`config.mk`:
```
export PLATFORM = sky130hd
export DESIGN_NAME = spi_xchg_master
export DESIGN_NICKNAME = d
export VERILOG_FILES = /design/src/rtl/spi_xe_pkg.sv /design/src/rtl/spi_xe_fsm.sv /design/src/rtl/spi_xe_datapath.sv /design/src/rtl/spi_xe_rxq.sv /design/src/rtl/spi_xchg_master.sv
export SDC_FILE = /design/constraint.sdc
export NUM_CORES = 1
export LEC_CHECK = 0
export ABC_AREA = 1
export BUFFER_PORTS_ARGS = -buffer_cell sky130_fd_sc_hd__buf_2
export CORE_AREA = 5 5 155 127
export DETAILED_ROUTE_END_ITERATION = 8
export DIE_AREA = 0 0 160 132
export PLACE_DENSITY = 0.64
export SLEW_MARGIN = 30
export SYNTH_ARGS = -nofsm -noshare
export SYNTH_HDL_FRONTEND = slang
export SYNTH_SLANG_ARGS = --single-unit
```
`constraint.sdc`:
```
create_clock -name clk -period 2.53 [get_ports clk]
set_input_delay 0.3795 -clock clk [delete_from_list [all_inputs] [get_ports clk]]
set_output_delay 0.3795 -clock clk [all_outputs]
set_load 0.1 [all_outputs]
```
`src/rtl/spi_xe_pkg.sv`:
```
package spi_xe_pkg;
    typedef enum logic [1:0] {
        XE_IDLE = 2'd0,
        XE_LOW  = 2'd1,
        XE_HIGH = 2'd2
    } xe_state_e;
endpackage

```
`src/rtl/spi_xe_fsm.sv`:
```
module spi_xe_fsm
    import spi_xe_pkg::*;
#(
    parameter int HALF = 2,
    parameter int LW   = 4
) (
    input  logic          clk,
    input  logic          rst_n,
    input  logic          enable_i,
    input  logic          start_i,
    input  logic [LW-1:0] len_i,
    output logic          busy_o,
    output logic          sclk_o,
    output logic          start_ok_o,
    output logic          rise_o,
    output logic          fall_o,
    output logic          last_o,
    output logic          abort_o
);
    localparam int HW = (HALF > 1) ? $clog2(HALF) : 1;
    localparam logic [HW-1:0] HRELOAD = HW'(HALF - 1);

    xe_state_e     state_q, state_d;
    logic [HW-1:0] hc_q;
    logic [LW-1:0] bits_q;
    logic          tick;

    assign tick = (hc_q == '0);

    // next-state logic
    always_comb begin
        state_d = state_q;
        unique case (state_q)
            XE_IDLE: if (enable_i && start_i) state_d = XE_LOW;
            XE_LOW: begin
                if (!enable_i)  state_d = XE_IDLE;
                else if (tick)  state_d = XE_HIGH;
            end
            XE_HIGH: begin
                if (!enable_i)  state_d = XE_IDLE;
                else if (tick)  state_d = (bits_q == len_i) ? XE_IDLE : XE_LOW;
            end
            default: state_d = XE_IDLE;
        endcase
    end

    // state register and counters
    always_ff @(posedge clk or negedge rst_n) begin
        if (!rst_n) begin
            state_q <= XE_IDLE;
            hc_q    <= '0;
            bits_q  <= '0;
        end else begin
            state_q <= state_d;
            if (start_ok_o || rise_o || fall_o)
                hc_q <= HRELOAD;
            else if (state_q != XE_IDLE)
                hc_q <= hc_q - 1'b1;
            if (start_ok_o)
                bits_q <= '0;
            else if (fall_o && !last_o)
                bits_q <= bits_q + 1'b1;
        end
    end

    // outputs
    always_comb begin
        busy_o     = (state_q != XE_IDLE);
        sclk_o     = (state_q == XE_HIGH);
        start_ok_o = (state_q == XE_IDLE) && enable_i && start_i;
        rise_o     = (state_q == XE_LOW)  && enable_i && tick;
        fall_o     = (state_q == XE_HIGH) && enable_i && tick;
        last_o     = fall_o && (bits_q == len_i);
        abort_o    = (state_q != XE_IDLE) && !enable_i;
    end

    // an exchange only begins after an enabled start request
    a_r4_start_gate: assert property (@(posedge clk) disable iff (!rst_n)
        $rose(busy_o) |-> $past(enable_i && start_i));

    // dropping enable mid-exchange returns to idle next cycle
    a_r11_abort_idle: assert property (@(posedge clk) disable iff (!rst_n)
        ((state_q != XE_IDLE) && !enable_i) |=> (state_q == XE_IDLE));
endmodule

```
`src/rtl/spi_xe_datapath.sv`:
```
module spi_xe_datapath #(
    parameter int DW = 16,
    parameter int LW = 4
) (
    input  logic          clk,
    input  logic          rst_n,
    input  logic          enable_i,
    input  logic          busy_i,
    input  logic          wr_i,
    input  logic [DW-1:0] wdata_i,
    input  logic          phase_i,
    input  logic [LW-1:0] len_i,
    input  logic          start_ok_i,
    input  logic          rise_i,
    input  logic          fall_i,
    input  logic          last_i,
    input  logic          abort_i,
    input  logic          miso_i,
    output logic          mosi_o,
    output logic          push_o,
    output logic [DW-1:0] rx_word_o
);
    logic [DW-1:0] txsr_q, rxsr_q, rx_next;
    logic          mq_q, wr_ok, tx_shift, rx_sample;

    assign wr_ok     = wr_i && enable_i && !busy_i;
    assign tx_shift  = phase_i ? rise_i : (fall_i && !last_i);
    assign rx_sample = phase_i ? fall_i : rise_i;
    assign rx_next   = {rxsr_q[DW-2:0], miso_i};

    always_ff @(posedge clk or negedge rst_n) begin
        if (!rst_n) begin
            txsr_q <= '0;
            rxsr_q <= '0;
            mq_q   <= 1'b0;
        end else begin
            if (wr_ok)
                txsr_q <= wdata_i;
            else if (tx_shift)
                txsr_q <= {txsr_q[DW-2:0], 1'b0};

            if (start_ok_i)
                rxsr_q <= '0;
            else if (rx_sample)
                rxsr_q <= rx_next;

            if (start_ok_i || last_i || abort_i)
                mq_q <= 1'b0;
            else if (phase_i && rise_i)
                mq_q <= txsr_q[len_i];
        end
    end

    assign mosi_o    = phase_i ? mq_q : txsr_q[len_i];
    assign push_o    = last_i;
    assign rx_word_o = phase_i ? rx_next : rxsr_q;

    // disabled and idle, the transmit word cannot change
    a_r7_write_gate: assert property (@(posedge clk) disable iff (!rst_n)
        (!enable_i && !busy_i) |=> $stable(txsr_q));
endmodule

```
`src/rtl/spi_xe_rxq.sv`:
```
module spi_xe_rxq #(
    parameter int DW    = 16,
    parameter int DEPTH = 8
) (
    input  logic          clk,
    input  logic          rst_n,
    input  logic          push_i,
    input  logic [DW-1:0] din_i,
    input  logic          pop_i,
    output logic [DW-1:0] dout_o,
    output logic          ready_o
);
    localparam int AW = (DEPTH > 1) ? $clog2(DEPTH) : 1;
    localparam int CW = $clog2(DEPTH + 1);
    localparam logic [CW-1:0] FULLC = CW'(DEPTH);
    localparam logic [AW-1:0] LASTP = AW'(DEPTH - 1);

    logic [DW-1:0] mem [DEPTH];
    logic [AW-1:0] wptr_q, rptr_q;
    logic [CW-1:0] count_q;
    logic          push_ok, pop_ok;

    assign push_ok = push_i && (count_q != FULLC);
    assign pop_ok  = pop_i && (count_q != '0);

    always_ff @(posedge clk) begin
        if (push_ok) mem[wptr_q] <= din_i;
    end

    always_ff @(posedge clk or negedge rst_n) begin
        if (!rst_n) begin
            wptr_q  <= '0;
            rptr_q  <= '0;
            count_q <= '0;
        end else begin
            if (push_ok) wptr_q <= (wptr_q == LASTP) ? '0 : wptr_q + 1'b1;
            if (pop_ok)  rptr_q <= (rptr_q == LASTP) ? '0 : rptr_q + 1'b1;
            count_q <= count_q + CW'(push_ok) - CW'(pop_ok);
        end
    end

    assign ready_o = (count_q != '0);
    assign dout_o  = ready_o ? mem[rptr_q] : '0;

    // a completion arriving while full is dropped
    a_r10_drop_full: assert property (@(posedge clk) disable iff (!rst_n)
        ((count_q == FULLC) && push_i && !pop_i) |=> ((count_q == FULLC) && $stable(wptr_q)));

    // reading the only entry clears ready
    a_r9_ready_clears: assert property (@(posedge clk) disable iff (!rst_n)
        (pop_i && (count_q == CW'(1)) && !push_i) |=> !ready_o);
endmodule

```
`src/rtl/spi_xchg_master.sv`:
```
module spi_xchg_master #(
    parameter int DW    = 16,
    parameter int DEPTH = 8,
    parameter int DIV   = 4
) (
    input  logic                    clk,
    input  logic                    rst_n,
    input  logic                    enable_i,
    input  logic                    start_i,
    input  logic                    phase_i,
    input  logic [$clog2(DW)-1:0]   len_i,
    input  logic                    wr_i,
    input  logic [DW-1:0]           wdata_i,
    input  logic                    rd_i,
    output logic [DW-1:0]           rdata_o,
    output logic                    rx_ready_o,
    output logic                    busy_o,
    output logic                    sclk_o,
    output logic                    mosi_o,
    input  logic                    miso_i,
    output logic                    cs_n_o
);
    localparam int LW   = $clog2(DW);
    localparam int HALF = (DIV >= 2) ? DIV / 2 : 1;

    logic          start_ok, rise, fall, last, abort, push;
    logic [DW-1:0] rx_word;

    spi_xe_fsm #(.HALF(HALF), .LW(LW)) u_fsm (
        .clk(clk), .rst_n(rst_n), .enable_i(enable_i), .start_i(start_i),
        .len_i(len_i), .busy_o(busy_o), .sclk_o(sclk_o),
        .start_ok_o(start_ok), .rise_o(rise), .fall_o(fall),
        .last_o(last), .abort_o(abort)
    );

    spi_xe_datapath #(.DW(DW), .LW(LW)) u_dp (
        .clk(clk), .rst_n(rst_n), .enable_i(enable_i), .busy_i(busy_o),
        .wr_i(wr_i), .wdata_i(wdata_i), .phase_i(phase_i), .len_i(len_i),
        .start_ok_i(start_ok), .rise_i(rise), .fall_i(fall), .last_i(last),
        .abort_i(abort), .miso_i(miso_i), .mosi_o(mosi_o),
        .push_o(push), .rx_word_o(rx_word)
    );

    spi_xe_rxq #(.DW(DW), .DEPTH(DEPTH)) u_q (
        .clk(clk), .rst_n(rst_n), .push_i(push), .din_i(rx_word),
        .pop_i(rd_i), .dout_o(rdata_o), .ready_o(rx_ready_o)
    );

    assign cs_n_o = !busy_o;

    // the serial clock only pulses inside a selected frame
    a_r1_sclk_in_frame: assert property (@(posedge clk) disable iff (!rst_n)
        sclk_o |-> !cs_n_o);
endmodule

```
* Yosys cells after proc, flatten, opt, wreduce, memory -nomap -nowiden
Memory sizes are Yosys's and may differ from the RTL's. Index checks and enable logic that the tools add are counted. W data, S select, Z words.
Storage, ports and cells: word-level logic and storage cells 86, flip-flop bits (word level) 50, memories 1, output and inout port bits 21, RAM bits 128, bits of input ports 28
Memories:
- u_q.mem | words 8, width 16, read ports 1, clocked after Yosys merged registers in 0, write ports 1, line spi_xe_rxq.sv:18 | logic [DW-1:0] mem [DEPTH];
Operators by class: multiplexer cells 28, equality and inequality tests 9, $add $sub $neg 6, reductions and logical operators 31, bitwise gates (word level) 1, magnitude comparators 1
Operators with widths (count):
- $mux W16 | 6
- $logic_and A1 B1 Y1 | 15
- $reduce_bool A2 Y1 | 6
- $mux W1 | 11
- $mux W2 | 5
- $mux W4 | 2
- $add A3 B1 Y3 const B | 2
- $eq A3 B3 Y1 const B | 2
- $mux W3 | 2
- $ne A3 B3 Y1 const B | 2
- $pmux W2 S3 | 1
- $lt A4 B5 Y1 const B | 1
- $add A4 B1 Y4 | 1
- $add A4 B1 Y4 const B | 1
- $bmux W1 S4 | 1
- $eq A4 B4 Y1 | 1
- $logic_or A1 B1 Y1 | 4
- $ne A4 B4 Y1 const B | 1
- $reduce_bool A4 Y1 | 1
- $sub A4 B1 Y4 | 1
- $logic_not A1 Y1 | 3
- $reduce_and A3 Y1 | 1
- $eq A2 B1 Y1 const B | 1
- $eq A2 B2 Y1 const B | 1
- other kinds (4) | 4

* Longest topological paths before layout
depth after elaboration 9, gate-level depth with buffers 11, depth with buffers taken out 11

* Hierarchy
A second synthesis with hierarchy kept.
Unflattened totals: cells, all modules 947, area, all modules 8663.3 µm²
Modules (own cells, without submodules):
- spi_xe_rxq | cells each 626, sequential area each 4093.9 µm², times used 1, area an instance 6231.0 µm²
- spi_xe_datapath | cells each 248, sequential area each 825.8 µm², times used 1, area an instance 1919.3 µm²
- spi_xe_fsm | cells each 72, sequential area each 175.2 µm², times used 1, area an instance 509.2 µm²
- spi_xchg_master | cells each 1, sequential area each 0.0 µm², times used 1, area an instance 3.8 µm²

* Least setup slack after synthesis
No wires, ideal clock.
kind reg2out, start point register u_q.count_q[2], end point output rdata_o[10], cell stages (with the launch flop) 7, path buffers 1, slack -1.070 ns, required time 2.151 ns, arrival time 3.221 ns, cell sequence dfrtp_1 inv_1 ha_1 nand2_1 clkbuf_1 o21ai_0 nor2_1
Between the ends: word-level cells in the longest chain between the ends 2
RTL lines:
- from (decl) | line spi_xe_rxq.sv:20 | logic [CW-1:0] count_q;
- from (signal assigned) | line spi_xe_rxq.sv:38 | count_q <= count_q + CW'(push_ok) - CW'(pop_ok);
- $reduce_bool A4 Y1 | line spi_xe_rxq.sv:42 | assign ready_o = (count_q != '0);
- via rx_ready_o | line spi_xchg_master.sv:16 | output logic rx_ready_o,
- $mux W16 | line spi_xe_rxq.sv:43 | assign dout_o = ready_o ? mem[rptr_q] : '0;
- to (decl) | line spi_xchg_master.sv:15 | output logic [DW-1:0] rdata_o,
The timed path passes the listed nets, and every way through them passes these cells.

* Worst setup path after layout
start point register u_q.rptr_q[0], end point output rdata_o[14]
Between the ends: word-level cells in the longest chain between the ends 2
RTL lines:
- from (decl) | line spi_xe_rxq.sv:19 | logic [AW-1:0] wptr_q, rptr_q;
- from (signal assigned) | line spi_xe_rxq.sv:37 | if (pop_ok) rptr_q <= (rptr_q == LASTP) ? '0 : rptr_q + 1'b1;
- $mem_v2 Z8 W16
- $mux W16 | line spi_xe_rxq.sv:43
No other way between the ends.

==> impl_metrics.json <==
{
  "multi_input_area_mm2": 0.00261,
  "drc": 0,
  "grt_pass1_vias": 5210,
  "yosys_warnings": 0,
  "synth-edff-count": 128,
  "finalSetupViolations": 0,
  "antenna_cells": 0,
  "cts_setup_buffers": 0,
  "place_area_mm2": 0.00905,
  "die_area_mm2": 0.0211,
  "ir_drop_v": 0.000910,
  "netlist_instances": 773,
  "cts-htree-levels": 4,
  "cp_max_fo": 33,
  "synth_top_area_cell": "edfxtp_1",
  "synth_cell_type_count": 27,
  "path_clk_slew_ns": 0.06,
  "power.internal_w": 0.00659,
  "rsz0062_at_grt": "yes",
  "swShare_pct": 43.9,
  "final-seq-area_mm2": 0.00510,
  "power_density_mw_per_mm2": 1220,
  "post-route-period-util_pct": 94.8,
  "yosys-top-cells-count": "edfxtp_1, nand2_1, o21ai_0",
  "period_minus_slack_ns": 2.40,
  "r2r-start": "u_q.count_q[2]",
  "chipWidth_um": 160,
  "fp.coreArea_mm2": 0.0179,
  "start_util_pct": 44.5,
  "final_max_slew_viol_count": 0,
  "drive_above_1_share_pct": 19.0,
  "criticalPathCategory": "flop to output pin",
  "grt.overflow.total": 0,
  "grt_util_all_layers_pct": 16.4,
  "worstRegToRegCells": 11,
  "clock_power_share_pct": 20.6,
  "max-slew-margin-rel_pct": 48.0,
  "share_comb_of_total_power_pct": 49.2,
  "regToRegSetupSlack_ns": 0.43,
  "switching_power_w": 0.00516,
  "required_ns": 2.15,
  "routedWlPerCell_um": 15.9,
  "ys_seq_elements": 178,
  "critPathArrivalTime_ns": 2.02,
  "fill_cells": 1552,
  "dp_hpwl_um": 11000,
  "holdCritPathClass": "input pin to async pin",
  "final_cells": 1086,
  "ys_seq_area_share_pct": 64.0,
  "ios": 49,
  "area_delta_synth_final_pct": 21.1,
  "grt_pass1_wl_um": 27600,
  "root_buffer": "clkbuf_16",
  "cts_buffers": 17,
  "whs_ns": 0.0346,
  "synth_nets": 813,
  "clock-sinks": 178,
  "synth-async-reset-ratio_pct": 28.1,
  "crit_path_start": "u_q.rptr_q[0]",
  "syn_avg_cell_area_um2": 10.3,
  "rr_endpoint": "u_q.count_q[2]",
  "synth_top_area_share_pct": 48.3,
  "p_leak_nw": 3.94,
  "num-nets-final": 883,
  "antenna_left": 0,
  "antenna_found_initial": 0,
  "placed_cells": 1052,
  "grt_start_max_net_pins": 66,
  "fmax_mhz": 417,
  "rows": 44,
  "fp.dieH_um": 132,
  "skew_ns": 0.00985,
  "finalSetupTns_ns": 0,
  "placement.io_buffers": 48,
  "syn_area_mm2": 0.00797,
  "clock_path_buffers": 2,
  "cts_tree": "done",
  "clock_latency_ns": 0.42,
  "hold_violations": 0,
  "endpoint_kind": "output pin",
  "synth_area_leaders": "edfxtp_1, dfrtp_1, o21ai_0, nand2_1, nor2_1",
  "synthFlopType": "edfxtp_1",
  "finalWirelength_um": 17300,
  "maxCapViolations": 0,
  "via_per_inst": 5.11,
  "fin_area_mm2": 0.00965,
  "gp_congestion": 0.760,
  "synth.most_common_cell": "edfxtp_1",
  "start_kind": "flop",
  "worst_pin_slew_ns": 0.780,
  "drt_iter0_markers": 361,
  "via_count": 5553,
  "pwr-share-seq_pct": 30.2,
  "drt_pass1_iterations": 5,
  "status": "completed",
  "fin_util_pct": 53.9,
  "endpoint": "rdata_o[14]"
}
worst min-delay path by stage:
stage | slack (ns) | start | depth (start not counted) | to
after global routing | 0.08 | rst_n | 1 | u_fsm.bits_q[3]
after floorplan | 0.08 | rst_n | 0 | u_dp.mq_q
after detailed placement | 0.49 | u_dp.txsr_q[0] | 2 | u_dp.txsr_q[0]
after global placement | 0.48 | u_dp.txsr_q[0] | 2 | u_dp.txsr_q[0]
final | 0.03 | rst_n | 1 | u_dp.txsr_q[9]
after CTS | 0.05 | rst_n | 1 | u_dp.txsr_q[9]
cells in the final DEF, fill, tap and decap left out, drive strengths merged:
master,synthesis,layout
ha,11,11
inv,64,69
buf,19,87
xor2,6,6
fa,1,1
o21ai,134,134
o22ai,16,16
clkinv,0,6
clkbuf,19,20
a21oi,1,1
edfxtp,128,128
nand3,56,56
o211ai,1,1
nand2,129,129
clkinvlp,0,3
mux2i,16,16
nor2,111,111
xnor2,2,2
nor3,9,9
dfrtp,50,50
routing by layer:
layer  up-vias  track usage [%]  part of all wire [%]
li1       2789                -                     -
met1      2629             24.2                    48
met2       121             24.8                    46
met3        14             3.47                   4.9
met4         0             4.83                  0.93
met5         -                0                     0
stage by stage:
step / total power, W / setup WS [ns]
3_5_place_dp: 0.00928 / 0.388
4_1_cts: 0.0117 / 0.0407
6_report: 0.0117 / 0.132
5_1_grt: 0.0124 / 0.00721
2_1_floorplan: 0.00747 / -0.136
3_3_place_gp: 0.00924 / 0.452
cell families after synthesis:
family	count (synthesis)	synth area share [%]
adders and majority gates	12	1.98
xor gates and xnor gates	8	0.880
muxes	16	2.01
AOI/OAI and AO/OA	152	9.83
DFF	178	64.0
and+or+nand+nor	305	15.9
buffers and inverters	102	5.44
final cells by class:
| class | count | share of cell area (%) |
|---|---|---|
| Sequential cell | 178 | 52.8 |
| Multi-Input combinational cell | 493 | 27.0 |
| Timing Repair Buffer | 89 | 8.92 |
| Clock buffer | 18 | 4.45 |
| Tap cell | 230 | 2.98 |
| Inverter | 64 | 2.53 |
| Clock inverter | 14 | 1.27 |
critical path, cell delays in order, from the launching register on:
cell and delay (ns):
dfrtp_2 0.46, buf_12 0.19, nor2_1 0.12, nor2_1 0.05, o21ai_0 0.07, o21ai_0 0.10, o21ai_0 0.33, nor2_4 0.09
buf_12 0.18
repair_timing:
| action | in CTS | in global routing |
|---|---|---|
| hold buffers | 0 | 0 |
| gates resized for setup | 0 | 5 |
| endpoints found under the setup margin | 0 | 13 |
registers in the layout (all words and copies together) (netlist names):
signal         flops
u_fsm.bits_q       4
u_q.mem          128
u_q.wptr_q         3
u_dp.mq_q          1
u_dp.txsr_q       16
u_fsm.hc_q         1
u_q.count_q        4
u_q.rptr_q         3
u_dp.rxsr_q       16
u_fsm.state_q      2
power groups by stage:
stage	sequential, W	clock [W]	combinational (W)
3_5_place_dp	0.00358	0	0.00570
2_1_floorplan	0.00352	0	0.00395
3_3_place_gp	0.00358	0	0.00565
5_1_grt	0.00357	0.00261	0.00617
4_1_cts	0.00353	0.00248	0.00571
6_report	0.00355	0.00242	0.00578
No activity file was read; power rests on OpenSTA's default activity.
